`src/rtl/strobed_pio_pkg.sv`:
```
package strobed_pio_pkg;

  // Field order follows bits 6:0 of the configuration word
  typedef struct packed {
    logic [1:0] aMode;
    logic       aIn;
    logic       cUpIn;
    logic       bMode;
    logic       bIn;
    logic       cLoIn;
  } cfg_t;

  localparam cfg_t CFG_RESET = '{aMode: 2'b00, aIn: 1'b1, cUpIn: 1'b1,
                                 bMode: 1'b0, bIn: 1'b1, cLoIn: 1'b1};

  localparam int PC_W = 8;

  // Control-to-datapath strobes
  typedef struct packed {
    logic       ldA;
    logic       ldB;
    logic       ldC;
    logic       capA;
    logic       capB;
    logic       bsrEn;
    logic [2:0] bsrIdx;
    logic       bsrVal;
    logic       clrAll;
  } strobe_t;

  // Handshake state per port
  typedef struct packed {
    logic aFull;
    logic aIntr;
    logic aInte;
    logic bFull;
    logic bIntr;
    logic bInte;
  } hs_t;

  function automatic logic aHandshake(input cfg_t c);
    return c.aMode == 2'b01;
  endfunction

  function automatic logic bHandshake(input cfg_t c);
    return c.bMode;
  endfunction

endpackage

```
`src/rtl/strobed_pio_sync.sv`:
```
module strobed_pio_sync #(
  parameter int WIDTH  = 3,
  parameter int STAGES = 2
) (
  input  logic             clk,
  input  logic             rstN,
  input  logic [WIDTH-1:0] din,
  output logic [WIDTH-1:0] rise,
  output logic [WIDTH-1:0] fall
);

  logic [WIDTH-1:0] stage [STAGES];
  logic [WIDTH-1:0] last;
  logic [WIDTH-1:0] settled;

  always_ff @(posedge clk) begin
    if (!rstN) begin
      for (int s = 0; s < STAGES; s++) stage[s] <= '1;
      last <= '1;
    end else begin
      stage[0] <= din;
      for (int s = 1; s < STAGES; s++) stage[s] <= stage[s-1];
      last <= stage[STAGES-1];
    end
  end

  assign settled = stage[STAGES-1];
  assign rise    = settled & ~last;
  assign fall    = last & ~settled;

endmodule

```
`src/rtl/strobed_pio_ctrl.sv`:
```
module strobed_pio_ctrl
  import strobed_pio_pkg::*;
#(
  parameter int DW          = 8,
  parameter int SYNC_STAGES = 2
) (
  input  logic          clk,
  input  logic          rstN,
  input  logic          cs,
  input  logic          rd,
  input  logic          wr,
  input  logic [1:0]    addr,
  input  logic [DW-1:0] wrData,
  input  logic [2:0]    hsPins,   // {PC6, PC4, PC2}
  output cfg_t          cfg,
  output strobe_t       stb,
  output hs_t           hs
);

  localparam int NCH = 2;   // channel 0 = port A, channel 1 = port B

  cfg_t cfgQ;
  logic wrCyc, rdCyc, wrCtl, modeWr, bsrWr, aHs, bHs, bsrVal;
  logic [2:0] bsrIdx, pinRise, pinFall;
  logic [NCH-1:0] chHs, chIn, chRise, chFall, wrPort, rdSel, rdSelQ;
  logic [NCH-1:0] rdStart, rdEnd, bsrInte;
  logic [NCH-1:0] full, intr, inte, fullNext, intrNext, inteNext;

  strobed_pio_sync #(.WIDTH(3), .STAGES(SYNC_STAGES)) i_sync (
    .clk  (clk),
    .rstN (rstN),
    .din  (hsPins),
    .rise (pinRise),
    .fall (pinFall)
  );

  assign wrCyc  = cs && wr && !rd;
  assign rdCyc  = cs && rd && !wr;
  assign wrCtl  = wrCyc && (addr == 2'd3);
  assign modeWr = wrCtl && wrData[7];
  assign bsrWr  = wrCtl && !wrData[7];
  assign bsrIdx = wrData[3:1];
  assign bsrVal = wrData[0];
  assign aHs    = aHandshake(cfgQ);
  assign bHs    = bHandshake(cfgQ);

  assign chHs   = {bHs, aHs};
  assign chIn   = {cfgQ.bIn, cfgQ.aIn};
  assign chRise = {pinRise[0], cfgQ.aIn ? pinRise[1] : pinRise[2]};
  assign chFall = {pinFall[0], cfgQ.aIn ? pinFall[1] : pinFall[2]};
  assign wrPort = {wrCyc && (addr == 2'd1), wrCyc && (addr == 2'd0)};
  assign rdSel  = {rdCyc && (addr == 2'd1), rdCyc && (addr == 2'd0)};
  assign rdStart = rdSel & ~rdSelQ;
  assign rdEnd   = rdSelQ & ~rdSel;

  assign bsrInte[0] = bsrWr && aHs && (bsrIdx == (cfgQ.aIn ? 3'd4 : 3'd6));
  assign bsrInte[1] = bsrWr && bHs && (bsrIdx == 3'd2);

  always_comb begin
    for (int c = 0; c < NCH; c++) begin
      fullNext[c] = full[c];
      intrNext[c] = intr[c];
      inteNext[c] = inte[c];
      if (modeWr) begin
        fullNext[c] = 1'b0;
        intrNext[c] = 1'b0;
        inteNext[c] = 1'b0;
      end else if (chHs[c]) begin
        if (chIn[c]) begin
          if (chFall[c])      fullNext[c] = 1'b1;
          else if (rdEnd[c])  fullNext[c] = 1'b0;
          if (rdStart[c])     intrNext[c] = 1'b0;
          else if (chRise[c] && full[c] && inte[c]) intrNext[c] = 1'b1;
        end else begin
          if (wrPort[c]) begin
            fullNext[c] = 1'b1;
            intrNext[c] = 1'b0;
          end else begin
            if (chFall[c]) fullNext[c] = 1'b0;
            if (chRise[c] && !full[c] && inte[c]) intrNext[c] = 1'b1;
          end
        end
        if (bsrInte[c]) begin
          inteNext[c] = bsrVal;
          if (!bsrVal) intrNext[c] = 1'b0;
        end
      end
    end
  end

  always_ff @(posedge clk) begin
    if (!rstN) begin
      cfgQ   <= CFG_RESET;
      rdSelQ <= '0;
      full   <= '0;
      intr   <= '0;
      inte   <= '0;
    end else begin
      if (modeWr) cfgQ <= cfg_t'(wrData[6:0]);
      rdSelQ <= rdSel;
      full   <= fullNext;
      intr   <= intrNext;
      inte   <= inteNext;
    end
  end

  always_comb begin
    stb        = '0;
    stb.ldA    = wrPort[0] && !(aHs && cfgQ.aIn);
    stb.ldB    = wrPort[1] && !(bHs && cfgQ.bIn);
    stb.ldC    = wrCyc && (addr == 2'd2);
    stb.capA   = aHs && cfgQ.aIn && chFall[0];
    stb.capB   = bHs && cfgQ.bIn && chFall[1];
    stb.bsrEn  = bsrWr && (bsrInte == '0);
    stb.bsrIdx = bsrIdx;
    stb.bsrVal = bsrVal;
    stb.clrAll = modeWr;
  end

  assign cfg = cfgQ;
  assign hs  = '{aFull: full[0], aIntr: intr[0], aInte: inte[0],
                 bFull: full[1], bIntr: intr[1], bInte: inte[1]};

endmodule

```
`src/rtl/strobed_pio_dp.sv`:
```
module strobed_pio_dp
  import strobed_pio_pkg::*;
#(
  parameter int DW = 8
) (
  input  logic            clk,
  input  logic            rstN,
  input  cfg_t            cfg,
  input  strobe_t         stb,
  input  hs_t             hs,
  input  logic [DW-1:0]   wrData,
  input  logic [1:0]      addr,
  input  logic            rdEn,
  input  logic [DW-1:0]   paIn,
  input  logic [DW-1:0]   pbIn,
  input  logic [PC_W-1:0] pcIn,
  output logic [DW-1:0]   paOut,
  output logic            paOe,
  output logic [DW-1:0]   pbOut,
  output logic            pbOe,
  output logic [PC_W-1:0] pcOut,
  output logic [PC_W-1:0] pcOe,
  output logic [DW-1:0]   rdData
);

  logic [DW-1:0]   outA, outB, inA, inB, rdA, rdB;
  logic [PC_W-1:0] outC, rdC, hsMask, hsDrive, hsVal, hsStat;
  logic            aHs, bHs;

  assign aHs = aHandshake(cfg);
  assign bHs = bHandshake(cfg);

  always_ff @(posedge clk) begin
    if (!rstN || stb.clrAll) begin
      outA <= '0;
      outB <= '0;
      outC <= '0;
      inA  <= '0;
      inB  <= '0;
    end else begin
      if (stb.ldA)  outA <= wrData;
      if (stb.ldB)  outB <= wrData;
      if (stb.capA) inA  <= paIn;
      if (stb.capB) inB  <= pbIn;
      if (stb.ldC)        outC <= wrData[PC_W-1:0];
      else if (stb.bsrEn) outC[stb.bsrIdx] <= stb.bsrVal;
    end
  end

  // Port C pins taken over by the handshake
  always_comb begin
    hsMask  = '0;
    hsDrive = '0;
    hsVal   = '0;
    hsStat  = '0;
    if (aHs) begin
      hsMask[3] = 1'b1; hsDrive[3] = 1'b1;
      hsVal[3]  = hs.aIntr; hsStat[3] = hs.aIntr;
      if (cfg.aIn) begin
        hsMask[4] = 1'b1; hsStat[4] = hs.aInte;
        hsMask[5] = 1'b1; hsDrive[5] = 1'b1;
        hsVal[5]  = hs.aFull; hsStat[5] = hs.aFull;
      end else begin
        hsMask[6] = 1'b1; hsStat[6] = hs.aInte;
        hsMask[7] = 1'b1; hsDrive[7] = 1'b1;
        hsVal[7]  = !hs.aFull; hsStat[7] = !hs.aFull;
      end
    end
    if (bHs) begin
      hsMask[0] = 1'b1; hsDrive[0] = 1'b1;
      hsVal[0]  = hs.bIntr; hsStat[0] = hs.bIntr;
      hsMask[1] = 1'b1; hsDrive[1] = 1'b1;
      hsVal[1]  = cfg.bIn ? hs.bFull : !hs.bFull;
      hsStat[1] = hsVal[1];
      hsMask[2] = 1'b1; hsStat[2] = hs.bInte;
    end
  end

  for (genvar i = 0; i < PC_W; i++) begin : g_pc
    logic genOe;
    if (i >= PC_W / 2) begin : g_up
      assign genOe = !cfg.cUpIn;
    end else begin : g_lo
      assign genOe = !cfg.cLoIn;
    end
    assign pcOe[i]  = hsMask[i] ? hsDrive[i] : genOe;
    assign pcOut[i] = hsMask[i] ? hsVal[i] : outC[i];
    assign rdC[i]   = hsMask[i] ? hsStat[i] : (genOe ? outC[i] : pcIn[i]);
  end

  assign paOut = outA;
  assign pbOut = outB;
  assign paOe  = !cfg.aIn;
  assign pbOe  = !cfg.bIn;
  assign rdA   = !cfg.aIn ? outA : (aHs ? inA : paIn);
  assign rdB   = !cfg.bIn ? outB : (bHs ? inB : pbIn);

  always_comb begin
    rdData = '0;
    if (rdEn) begin
      unique case (addr)
        2'd0:    rdData = rdA;
        2'd1:    rdData = rdB;
        2'd2:    rdData = DW'(rdC);
        default: rdData = '0;
      endcase
    end
  end

endmodule

```
`src/rtl/strobed_pio.sv`:
```
module strobed_pio
  import strobed_pio_pkg::*;
#(
  parameter int DW          = 8,
  parameter int SYNC_STAGES = 2
) (
  input  logic            clk,
  input  logic            rstN,
  input  logic            cs,
  input  logic            rd,
  input  logic            wr,
  input  logic [1:0]      addr,
  input  logic [DW-1:0]   wrData,
  output logic [DW-1:0]   rdData,
  input  logic [DW-1:0]   paIn,
  output logic [DW-1:0]   paOut,
  output logic            paOe,
  input  logic [DW-1:0]   pbIn,
  output logic [DW-1:0]   pbOut,
  output logic            pbOe,
  input  logic [PC_W-1:0] pcIn,
  output logic [PC_W-1:0] pcOut,
  output logic [PC_W-1:0] pcOe
);

  cfg_t    cfgQ;
  strobe_t stb;
  hs_t     hs;

  strobed_pio_ctrl #(.DW(DW), .SYNC_STAGES(SYNC_STAGES)) i_ctrl (
    .clk    (clk),
    .rstN   (rstN),
    .cs     (cs),
    .rd     (rd),
    .wr     (wr),
    .addr   (addr),
    .wrData (wrData),
    .hsPins ({pcIn[6], pcIn[4], pcIn[2]}),
    .cfg    (cfgQ),
    .stb    (stb),
    .hs     (hs)
  );

  strobed_pio_dp #(.DW(DW)) i_dp (
    .clk    (clk),
    .rstN   (rstN),
    .cfg    (cfgQ),
    .stb    (stb),
    .hs     (hs),
    .wrData (wrData),
    .addr   (addr),
    .rdEn   (cs && rd),
    .paIn   (paIn),
    .pbIn   (pbIn),
    .pcIn   (pcIn),
    .paOut  (paOut),
    .paOe   (paOe),
    .pbOut  (pbOut),
    .pbOe   (pbOe),
    .pcOut  (pcOut),
    .pcOe   (pcOe),
    .rdData (rdData)
  );

endmodule

```
`config.mk`:
```
export PLATFORM = sky130hd
export DESIGN_NAME = strobed_pio
export DESIGN_NICKNAME = d
export VERILOG_FILES = /design/src/rtl/strobed_pio_pkg.sv /design/src/rtl/strobed_pio_sync.sv /design/src/rtl/strobed_pio_ctrl.sv /design/src/rtl/strobed_pio_dp.sv /design/src/rtl/strobed_pio.sv
export SDC_FILE = /design/constraint.sdc
export NUM_CORES = 1
export LEC_CHECK = 0
export ABC_AREA = 1
export CAP_MARGIN = 15
export CORE_AREA = 2 2 112 114
export DETAILED_ROUTE_END_ITERATION = 7
export DIE_AREA = 0 0 114 116
export GPL_TIMING_DRIVEN = 0
export PLACE_DENSITY_LB_ADDON = 0.05
export SYNTH_ARGS = -nofsm -noshare
export SYNTH_HDL_FRONTEND = slang
export SYNTH_SLANG_ARGS = --single-unit
```
`constraint.sdc`:
```
create_clock -name clk -period 1.4 [get_ports clk]
set_input_delay 0.14 -clock clk [delete_from_list [all_inputs] [get_ports clk]]
set_output_delay 0.14 -clock clk [all_outputs]
set_load 0.01 [all_outputs]
```
==> flow_metrics.py <==
metrics = {
    "cells_and_area": {
        "nNetsFinal": 716,
        "fillCellCount": 1229,
        "multiInputGateArea_um2": 2270,
        "seqCellArea_um2": 1300,
        "drive_above_1_share_pct": 32.3,
        "area_growth_pct": 59.9,
        "fin_cells": 828,
        "diodes": 0,
    },
    "timing": {
        "slew_headroom_pct": 67.1,
        "drv_slew": 0,
        "finalHoldViolations": 0,
        "fmaxAchievable_mhz": 545,
        "setup_ws_ns": -0.435,
        "worst_slew_pin_slew_ns": 0.493,
        "finalCriticalPeriod_ns": 1.84,
        "rsz0062_at_grt": "true",
        "setup_viol": 38,
        "post-route-period-util_pct": 131,
        "finClkSkew_ns": 0.00692,
    },
    "placement": {
        "port-buffer-count": 80,
        "hpwl_um": 10200,
        "place.gp.congestion": 0.845,
        "dpl.cell_count": 766,
        "place_ws_ns": -0.892,
    },
    "clock_tree": {
        "cts_root_buffer": "clkbuf_16",
        "clk_pin_slew_ns": 0.06,
        "ctsHoldBuffers": 0,
        "clkLatencyLatePin_ns": 0.34,
        "cts_tree": "done",
        "htree_levels": 3,
        "clk_path_buf_depth": 2,
        "clock_sinks": 64,
        "cts_buffers": 9,
    },
    "die": {
        "die_x_um": 114,
        "die_h_um": 116,
        "die_area_um2": 13200,
        "ios": 81,
        "fp.coreArea_um2": 11900,
        "rows": 40,
        "initial_utilization_pct": 29.7,
    },
    "power": {
        "seqPwrFrac_pct": 40.4,
        "p_int_w": 0.00341,
        "powerDensity_nw_per_um2": 816,
        "p_switching_w": 0.00120,
        "pwr-share-clk_pct": 45.7,
        "comb_power_share_pct": 13.9,
        "ir_drop_mv": 0.504,
        "p_leak_nw": 2.55,
        "p_sw_share_pct": 26.1,
    },
    "routing": {
        "postRouteAntennaNets": 0,
        "drc": 0,
        "vias": 4282,
        "drt-wirelength-per-cell_um": 17.8,
        "drt_iter0_drc": 355,
        "drt_wl_total_um": 14800,
        "first_pass_iters": 5,
        "viasPerCell": 5.17,
    },
    "logic_synthesis": {
        "synth_fp_nets": 578,
        "synth.distinct_cells": 28,
        "synthTopCellsByArea": "dfxtp_1, nand2_1, a21oi_1, nand3_1, o21ai_0",
        "ys.flop_type": "dfxtp_1",
        "ys_async_sr_fraction_pct": 0,
        "yosys.area.top_type_share_pct": 36.2,
        "syn_inst": 539,
        "ys_seq_area_share_pct": 36.2,
        "synth_edf_count": 0,
        "synth-seq-cells": 64,
        "yosysTopAreaCell": "dfxtp_1",
        "post-synth-top-count-cell": "nand2_1",
        "synthTopCellsByCount": "nand2_1, dfxtp_1, a21oi_1",
        "ys_warn_count": 0,
        "syn_area_um2": 3530,
        "syn-mean-instance-area_um2": 6.56,
    },
    "worst_setup_path": {
        "cp.required_ns": 1.26,
        "start_kind": "flop",
        "cp_slowest_stage_delay_ns": 0.34,
        "endpoint_kind": "output port",
        "cp_cell_sequence": "inv_2, nand2_4, buf_6, a21oi_2, o21ai_1, o211ai_1, nand3_1, nand2_1, inv_1, buf_2",
        "crit_arrival_ns": 1.70,
        "slowest_stage": "dfxtp_2",
        "path_max_fanout": 5,
        "path_class": "reg2out",
    },
    "global_route": {
        "track_usage_pct": 22.5,
        "overflow": 0,
        "grt_max_degree": 11,
        "grt_pass1_wl_um": 22400,
        "grt_pass1_vias": 4029,
        "antenna_found_initial": 0,
    },
    "status": {
        "status": "finished, violations left",
        "failed_checks": "setup timing",
    },
    "min_path": {
        "hold_class": "in2reg",
    },
    "job": {
        "cap_violations": 0,
    },
}
[final timing paths]
path	startpoint	end	slack [ns]	cells after the start
max	i_ctrl.cfg[6]$_SDFFE_PN0P_	rdData[2]	-0.44	10
min	wr	i_ctrl.rdSelQ[0]$_SDFF_PN0_	0.28	4
max reg2reg	i_ctrl.cfg[4]$_SDFFE_PN1P_	i_ctrl.intr[0]$_SDFFE_PP0P_	-0.24	12
min reg2reg	i_ctrl.i_sync.stage[0][1]$_SDFF_PN1_	i_ctrl.i_sync.stage[0][4]$_SDFF_PN1_	0.41	1
[cell type report]
type | count | share of cell area, %
buffer | 25 | 4.60
clock buffer | 15 | 4.74
inverter | 58 | 4.21
multi-input combinational | 393 | 40.2
sequential | 64 | 23.0
tap | 147 | 3.25
timing repair buffer | 126 | 20.1
[metal layers]
layer	vias to the layer above	share of wire, %	global-route usage, %
met4	0	2.4	8.78
met5	-	0	0
met1	2033	46	30.5
met3	27	5.8	4.39
li1	2082	-	-
met2	140	46	35.5
[power groups by stage]
stage / Clock [W] / Sequential (W) / Combinational, W
after floorplan: 0 / 0.00190 / 0.000251
after global placement: 0 / 0.00190 / 0.000550
after detailed placement: 0 / 0.00190 / 0.000549
after CTS: 0.00213 / 0.00186 / 0.000617
after global routing: 0.00222 / 0.00187 / 0.000692
final: 0.00211 / 0.00187 / 0.000642
[sequential cells by signal, indices dropped and copies added, names as in the netlist]
signal / count
i_dp.inB: 8
i_dp.pbOut: 8
i_ctrl.full: 2
i_dp.outC: 8
i_ctrl.cfg: 6
i_dp.inA: 8
i_ctrl.i_sync.last: 3
i_ctrl.inte: 2
i_dp.paOut: 8
i_ctrl.intr: 2
i_ctrl.rdSelQ: 2
i_ctrl.bHs: 1
i_ctrl.i_sync.stage: 6
[cells by family (layout without fill, tap and decap cells)]
kind of cell | Yosys count | after routing | share of synthesized area, %
flops | 64 | 64 | 36.2
compound gates | 131 | 131 | 20.0
buf+inv | 84 | 224 | 10.1
simple gates | 260 | 262 | 33.7
[critical path: cells and delay by family (launching register included)]
| family | cells | cell delay, ns |
|---|---|---|
| and+or+nand+nor | 3 | 0.30 |
| DFF | 1 | 0.34 |
| buffers and inverters | 4 | 0.40 |
| AOI/OAI and AO/OA | 3 | 0.33 |
[repair_timing]
item,CTS,global route
hold endpoints to repair,0,0
gates resized for setup,260,63
gates cloned,6,0
pin swaps,37,25
buffers inserted,37,7
endpoints found under the setup margin,89,73
[cells in the final DEF (no fill, tap or decap), drive strengths merged]
cell / synthesis / final
a21boi: 1 / 1
a21oi: 54 / 54
a31o: 1 / 1
a31oi: 3 / 3
buf: 18 / 82
bufbuf: 0 / 1
clkbuf: 8 / 26
clkdlybuf4s15: 0 / 1
clkdlybuf4s50: 0 / 33
dfxtp: 64 / 64
dlygate4sd2: 0 / 20
dlymetal6s2s: 0 / 3
inv: 58 / 58
nand2: 132 / 132
nand3: 54 / 55
nand3b: 6 / 6
nand4: 9 / 9
nor2: 46 / 47
nor3: 6 / 6
o211ai: 14 / 14
o21ai: 53 / 53
o22ai: 5 / 5
or2: 7 / 7
[per-stage QoR]
stage	power, W	hold slack [ns]	TNS, ns	utilization, %	cell area [um2]
finish	0.00461	0.282	-6.94	47.5	5650
global route	0.00478	0.286	-9.56	47.5	5650
CTS	0.00461	0.370	-6.56	45.6	5430
detailed placement	0.00245	0.402	-38.22	38.0	4530
global placement	0.00245	0.394	-37.66	38.0	4530
floorplan	0.00215	0.234	0	-	3540
(Power assumes the default switching activity.)
